## src/rtl/err_stat_pkg.sv

```systemverilog
package err_stat_pkg;
  localparam int REG_W  = 16;
  localparam int B_DPE  = 15;
  localparam int B_SSE  = 14;
  localparam int B_RMA  = 13;
  localparam int B_RTA  = 12;
  localparam int B_STA  = 11;
  localparam int B_MDPE = 8;

  localparam logic [REG_W-1:0] DEF_BITS =
    (REG_W'(1) << B_DPE) | (REG_W'(1) << B_SSE) | (REG_W'(1) << B_RMA) |
    (REG_W'(1) << B_RTA) | (REG_W'(1) << B_STA) | (REG_W'(1) << B_MDPE);

  typedef struct packed {
    logic poison_tlp_rx;
    logic err_msg_sent;
    logic ur_cpl_rx;
    logic ca_cpl_rx;
    logic ca_cpl_sent;
    logic poison_cpl_rx;
    logic poison_wr_sent;
  } evt_t;

  function automatic logic [REG_W-1:0] gate_sets(evt_t e, logic par_en, logic serr_en);
    logic [REG_W-1:0] s;
    s = '0;
    s[B_DPE]  = e.poison_tlp_rx;
    s[B_SSE]  = e.err_msg_sent & serr_en;
    s[B_RMA]  = e.ur_cpl_rx;
    s[B_RTA]  = e.ca_cpl_rx;
    s[B_STA]  = e.ca_cpl_sent;
    s[B_MDPE] = par_en & (e.poison_cpl_rx | e.poison_wr_sent);
    return s;
  endfunction

  function automatic logic [REG_W-1:0] next_stat(logic [REG_W-1:0] cur,
                                                 logic [REG_W-1:0] set,
                                                 logic [REG_W-1:0] clr);
    return ((cur & ~clr) | set) & DEF_BITS;
  endfunction
endpackage

```

## src/rtl/err_evt_gate.sv

```systemverilog
module err_evt_gate
  import err_stat_pkg::*;
(
  input  logic             rst_n,
  input  evt_t             ev,
  input  logic             par_en,
  input  logic             serr_en,
  output logic [REG_W-1:0] set_vec
);
  assign set_vec = gate_sets(ev, par_en, serr_en);

  always_comb begin
    if (rst_n) begin

      serr_gate_chk: assert (serr_en || !set_vec[B_SSE]);

      mdpe_gate_chk: assert (par_en || !set_vec[B_MDPE]);

      dpe_ungated_chk: assert (!ev.poison_tlp_rx || set_vec[B_DPE]);
    end
  end
endmodule

```

## src/rtl/err_sticky_bits.sv

```systemverilog
module err_sticky_bits
  import err_stat_pkg::*;
(
  input  logic             clk,
  input  logic             rst_n,
  input  logic [REG_W-1:0] set_vec,
  input  logic [REG_W-1:0] clr_vec,
  output logic [REG_W-1:0] stat
);
  always_ff @(posedge clk or negedge rst_n) begin
    if (!rst_n) stat <= '0;
    else        stat <= next_stat(stat, set_vec, clr_vec);
  end


  set_wins_chk: assert property (@(posedge clk) disable iff (!rst_n)
    (set_vec != '0) |=> ((stat & $past(set_vec)) == $past(set_vec)));

  hold_chk: assert property (@(posedge clk) disable iff (!rst_n)
    (set_vec == '0 && clr_vec == '0) |=> $stable(stat));

  clear_chk: assert property (@(posedge clk) disable iff (!rst_n)
    ((clr_vec & ~set_vec) != '0) |=> ((stat & $past(clr_vec & ~set_vec)) == '0));
endmodule

```

## src/rtl/err_mask_irq.sv

```systemverilog
module err_mask_irq
  import err_stat_pkg::*;
(
  input  logic             clk,
  input  logic             rst_n,
  input  logic             mask_we,
  input  logic [REG_W-1:0] wdata,
  input  logic [REG_W-1:0] stat,
  output logic [REG_W-1:0] mask,
  output logic             irq
);
  logic [REG_W-1:0] live_vec;
  assign live_vec = stat & ~mask;

  always_ff @(posedge clk or negedge rst_n) begin
    if (!rst_n) begin
      mask <= DEF_BITS;
      irq  <= 1'b0;
    end else begin
      if (mask_we) mask <= wdata & DEF_BITS;
      irq <= |live_vec;
    end
  end


  irq_quiet_chk: assert property (@(posedge clk) disable iff (!rst_n)
    (live_vec == '0) |=> !irq);

  irq_raise_chk: assert property (@(posedge clk) disable iff (!rst_n)
    (live_vec != '0) |=> irq);
endmodule

```

## src/rtl/err_stat_reg.sv

```systemverilog
module err_stat_reg
  import err_stat_pkg::*;
#(
  parameter int AW = 12,
  parameter logic [AW-1:0] STAT_ADDR = 12'h01E,
  parameter logic [AW-1:0] MASK_ADDR = 12'h5A0
) (
  input  logic          clk,
  input  logic          rst_n,
  input  logic          ev_poison_tlp_rx,
  input  logic          ev_err_msg_sent,
  input  logic          ev_ur_cpl_rx,
  input  logic          ev_ca_cpl_rx,
  input  logic          ev_ca_cpl_sent,
  input  logic          ev_poison_cpl_rx,
  input  logic          ev_poison_wr_sent,
  input  logic          cfg_par_resp_en,
  input  logic          cfg_serr_en,
  input  logic          reg_wr,
  input  logic [AW-1:0] reg_addr,
  input  logic [15:0]   reg_wdata,
  output logic [15:0]   reg_rdata,
  output logic          irq
);
  evt_t             ev;
  logic [REG_W-1:0] set_vec;
  logic [REG_W-1:0] clr_vec;
  logic [REG_W-1:0] stat;
  logic [REG_W-1:0] mask;
  logic             hit_stat;
  logic             hit_mask;

  assign ev = '{poison_tlp_rx: ev_poison_tlp_rx, err_msg_sent: ev_err_msg_sent,
                ur_cpl_rx: ev_ur_cpl_rx, ca_cpl_rx: ev_ca_cpl_rx,
                ca_cpl_sent: ev_ca_cpl_sent, poison_cpl_rx: ev_poison_cpl_rx,
                poison_wr_sent: ev_poison_wr_sent};

  assign hit_stat = (reg_addr == STAT_ADDR);
  assign hit_mask = (reg_addr == MASK_ADDR);
  assign clr_vec  = (reg_wr && hit_stat) ? (reg_wdata & DEF_BITS) : '0;

  err_evt_gate u_gate (
    .rst_n   (rst_n),
    .ev      (ev),
    .par_en  (cfg_par_resp_en),
    .serr_en (cfg_serr_en),
    .set_vec (set_vec)
  );

  err_sticky_bits u_sticky (
    .clk     (clk),
    .rst_n   (rst_n),
    .set_vec (set_vec),
    .clr_vec (clr_vec),
    .stat    (stat)
  );

  err_mask_irq u_mask (
    .clk     (clk),
    .rst_n   (rst_n),
    .mask_we (reg_wr && hit_mask),
    .wdata   (reg_wdata),
    .stat    (stat),
    .mask    (mask),
    .irq     (irq)
  );

  always_comb begin
    if (hit_stat)      reg_rdata = stat;
    else if (hit_mask) reg_rdata = mask;
    else               reg_rdata = '0;
  end


  mask_load_chk: assert property (@(posedge clk) disable iff (!rst_n)
    (reg_wr && hit_mask) |=> (mask == ($past(reg_wdata) & DEF_BITS)));
endmodule

```

## config.mk

```make
export PLATFORM = sky130hd
export DESIGN_NAME = err_stat_reg
export DESIGN_NICKNAME = d
export VERILOG_FILES = /design/src/rtl/err_stat_pkg.sv /design/src/rtl/err_evt_gate.sv /design/src/rtl/err_sticky_bits.sv /design/src/rtl/err_mask_irq.sv /design/src/rtl/err_stat_reg.sv
export SDC_FILE = /design/constraint.sdc
export NUM_CORES = 1
export LEC_CHECK = 0
export BUFFER_PORTS_ARGS = -buffer_cell sky130_fd_sc_hd__buf_2
export CAP_MARGIN = 40
export CORE_MARGIN = 1.5
export CORE_UTILIZATION = 35
export DETAILED_ROUTE_END_ITERATION = 10
export PLACE_DENSITY = 0.86
export REMOVE_ABC_BUFFERS = 1
export SLEW_MARGIN = 5
export SYNTH_ARGS = -nofsm -noshare
export SYNTH_HDL_FRONTEND = slang
export SYNTH_SLANG_ARGS = --single-unit
```

## constraint.sdc

```tcl
create_clock -name clk -period 1.4 [get_ports clk]
set_clock_uncertainty 0.05 [all_clocks]
set_input_delay 0.07 -clock clk [delete_from_list [all_inputs] [get_ports clk]]
set_output_delay 0.07 -clock clk [all_outputs]
set_load 0.01 [all_outputs]
```

==> impl_metrics.ini <==
[outcome]
status = finished, violations left
violations = negative setup slack

[synth]
ys_ff_latch = 13
synth_edf_count = 0
syn_inst = 74
synth_cell_types = 22
netlist_area_um2 = 781
synth_largest_area_cell = dfrtp_1
yosysWarnings = 0
ys_seq_area_share_pct = 42.6
yosysTopAreaCellShare_pct = 22.4
synth_flop_cell = dfrtp_1
avgSynthCellArea_um2 = 10.6
async_reset_ff_share_pct = 100
synth_area_leaders = dfrtp_1 (22%), dfstp_2 (20%), mux2_4 (12%)

[floorplanning]
start_util_pct = 38.6
core_um2 = 2020
die_area_um2 = 2520
std_cell_rows = 16
die_h_um = 50.2
die-width_um = 50.2
io_pins = 57

[worst_setup_path]
cp_max_fo = 6
path_class = input pin to primary output
endpoint_kind = primary output
path_cells = buf_6 -> or4_4 -> buf_6 -> nor3_2 -> buf_4 -> a22o_1 -> buf_2
critPathTopFamily = simple AND/OR/NAND/NOR gates
arrival_ns = 1.38
cp_num_cells = 7
critical_path_buf_inv_count = 4
cp_slowest_cell = or4_4
slowest_delay_ns = 0.54
reg2reg_depth = 2
worstPathRequired_ns = 1.28
worstSetupStartpointType = input pin
path_common_cell = buf_6

[drt]
wl_per_cell_um = 12.7
routed_wl_mm = 1.96
postRouteAntennaNets = 0
drtPass1Iterations = 3
vias = 716
route.detailed.drc = 0
via_per_inst = 4.65
drt_first_iter_violations = 5

[timing]
finalSetupViolations = 12
layout_setup_ws_ns = -0.0988
fin_crit_sh_pct = 107
min_period_ns = 1.50
timing.hold.ws_ns = 0.00905
fmax_mhz = 667
rsz0062_at_grt = true
maxSlewViolCount = 0
final_hold_viol_count = 0
tns_ns = -0.951

[cts]
cts.htree.levels = 1
numCtsBuffers = 3
cts_setup_buffers = 0
root_buffer = clkbuf_4
clock-sinks = 13
cts_buffer_depth = 2
clk_pin_slew_worst_paths_ns = 0.08
tritoncts = done
clk_latency_ns = 0.28

[job]
max_cap_viol_count = 0

[place]
io_buffers = 36
dp_hpwl_mm = 1.45
gp_congestion = 0.727
placed_area_um2 = 972

[power_and_ir_drop]
irDropWorstVdd_mv = 0.355
power.total_uw = 727
leakagePower_nw = 0.590
p_per_area_nw_per_um2 = 636

[min_path]
whs_path_depth = 2
hold_path.class = input pin to register

[layout]
diodes = 0
num-fill-cells = 179
stdcell_area_um2 = 1140
drive_gt1_share_pct = 48.0
fin_nets = 168
syn2layout_area_growth_pct = 46.3

[grt]
grt.overflow.total = 0
grt_pass1_wl_mm = 2.92
grt_pass1_vias = 669
antenna_found_initial = 0
grt_max_degree = 14
grt_use_total_pct = 15.8
## timing repair
item | 4_1_cts | 5_1_grt
hold buffers | 11 | 0
hold endpoints to repair | 22 | 0
setup endpoints to repair | 12 | 12
pin swaps | 10 | 3
gates resized for setup | 7 | 0
## cell usage after synthesis (all sizes together) (2+ instances only)
| cell type | n |
|---|---|
| a31oi | 4 |
| or4 | 2 |
| o21ai | 2 |
| dfstp | 6 |
| inv | 11 |
| nor2 | 4 |
| o22ai | 3 |
| or4b | 2 |
| mux2 | 6 |
| nand4b | 2 |
| buf | 11 |
| nor3 | 2 |
| dfrtp | 7 |
| a22o | 6 |
## sequential cells by signal (all words and copies together), names as in the netlist
name,cells
u_mask.irq,1
u_mask.mask,6
u_sticky.stat,6
## path summary, 6_finish.rpt
kind | start | to | slack (ns)
max | reg_addr[0] | reg_rdata[15] | -0.1
min | reg_wdata[14] | u_mask.mask[14] | 0.009
max reg2reg | u_mask.mask[11] | u_mask.irq | 0.23
min reg2reg | u_sticky.stat[12] | u_sticky.stat[12] | 0.53
max in group asynchronous | rst_n | u_mask.mask[8] | 0.86
min in group asynchronous | rst_n | u_mask.irq | 0.16
## power by group
group / internal [mW] / switching [mW] / total [mW]
registers: 0.377 / 0.000680 / 0.378
logic: 0.0636 / 0.0492 / 0.113
clock network: 0.111 / 0.125 / 0.236
## kinds of logic after synthesis
| logic type | synth area share, % |
|---|---|
| AO/OA/AOI/OAI | 15.7 |
| buffers and inverters | 16.3 |
| flip-flops | 42.6 |
| multiplexers | 11.5 |
| other | 0.480 |
| AND/OR/NAND/NOR | 13.3 |
## through the flow
stage	cells	util [%]	setup WS, ns
global placement	139	48.1	-0.344
global route	154	56.5	-0.137
detailed placement	139	48.1	-0.377
finish	154	56.5	-0.0988
floorplan	72	-	-0.241
CTS	154	56.5	-0.102
## layout make-up
| cell class | instances | area (µm²) | share of cell area, % |
|---|---|---|---|
| Tap cell | 27 | 33.8 | 2.96 |
| Timing Repair Buffer | 51 | 337 | 29.5 |
| Sequential cell | 13 | 333 | 29.1 |
| Clock buffer | 4 | 26.3 | 2.30 |
| Inverter | 11 | 41.3 | 3.61 |
| Multi-Input combinational cell | 48 | 372 | 32.5 |
## placed cells by master, fill, tap and decap left out, types with 3 or more instances in the layout
master / synthesis / layout
nor2_1: 4 / 4
buf_2: 0 / 34
buf_4: 10 / 3
conb_1: 1 / 10
clkbuf_4: 0 / 3
mux2_4: 6 / 6
dlygate4sd3_1: 0 / 11
o22ai_1: 3 / 3
a22o_1: 6 / 6
inv_1: 11 / 11
dfstp_2: 6 / 6
a31oi_1: 4 / 4
buf_6: 1 / 3
dfrtp_1: 7 / 7
## routing by layer
| metal | track usage (%) | vias up | wire length [µm] |
|---|---|---|---|
| met2 | 29.6 | 25 | 1030 |
| met3 | 3.57 | 3 | 99 |
| met5 | 0 | - | 0 |
| met1 | 16.5 | 335 | 798 |
| met4 | 6.94 | 0 | 29 |
| li1 | - | 353 | - |
Note: power is estimated with default switching activity, not from simulation.
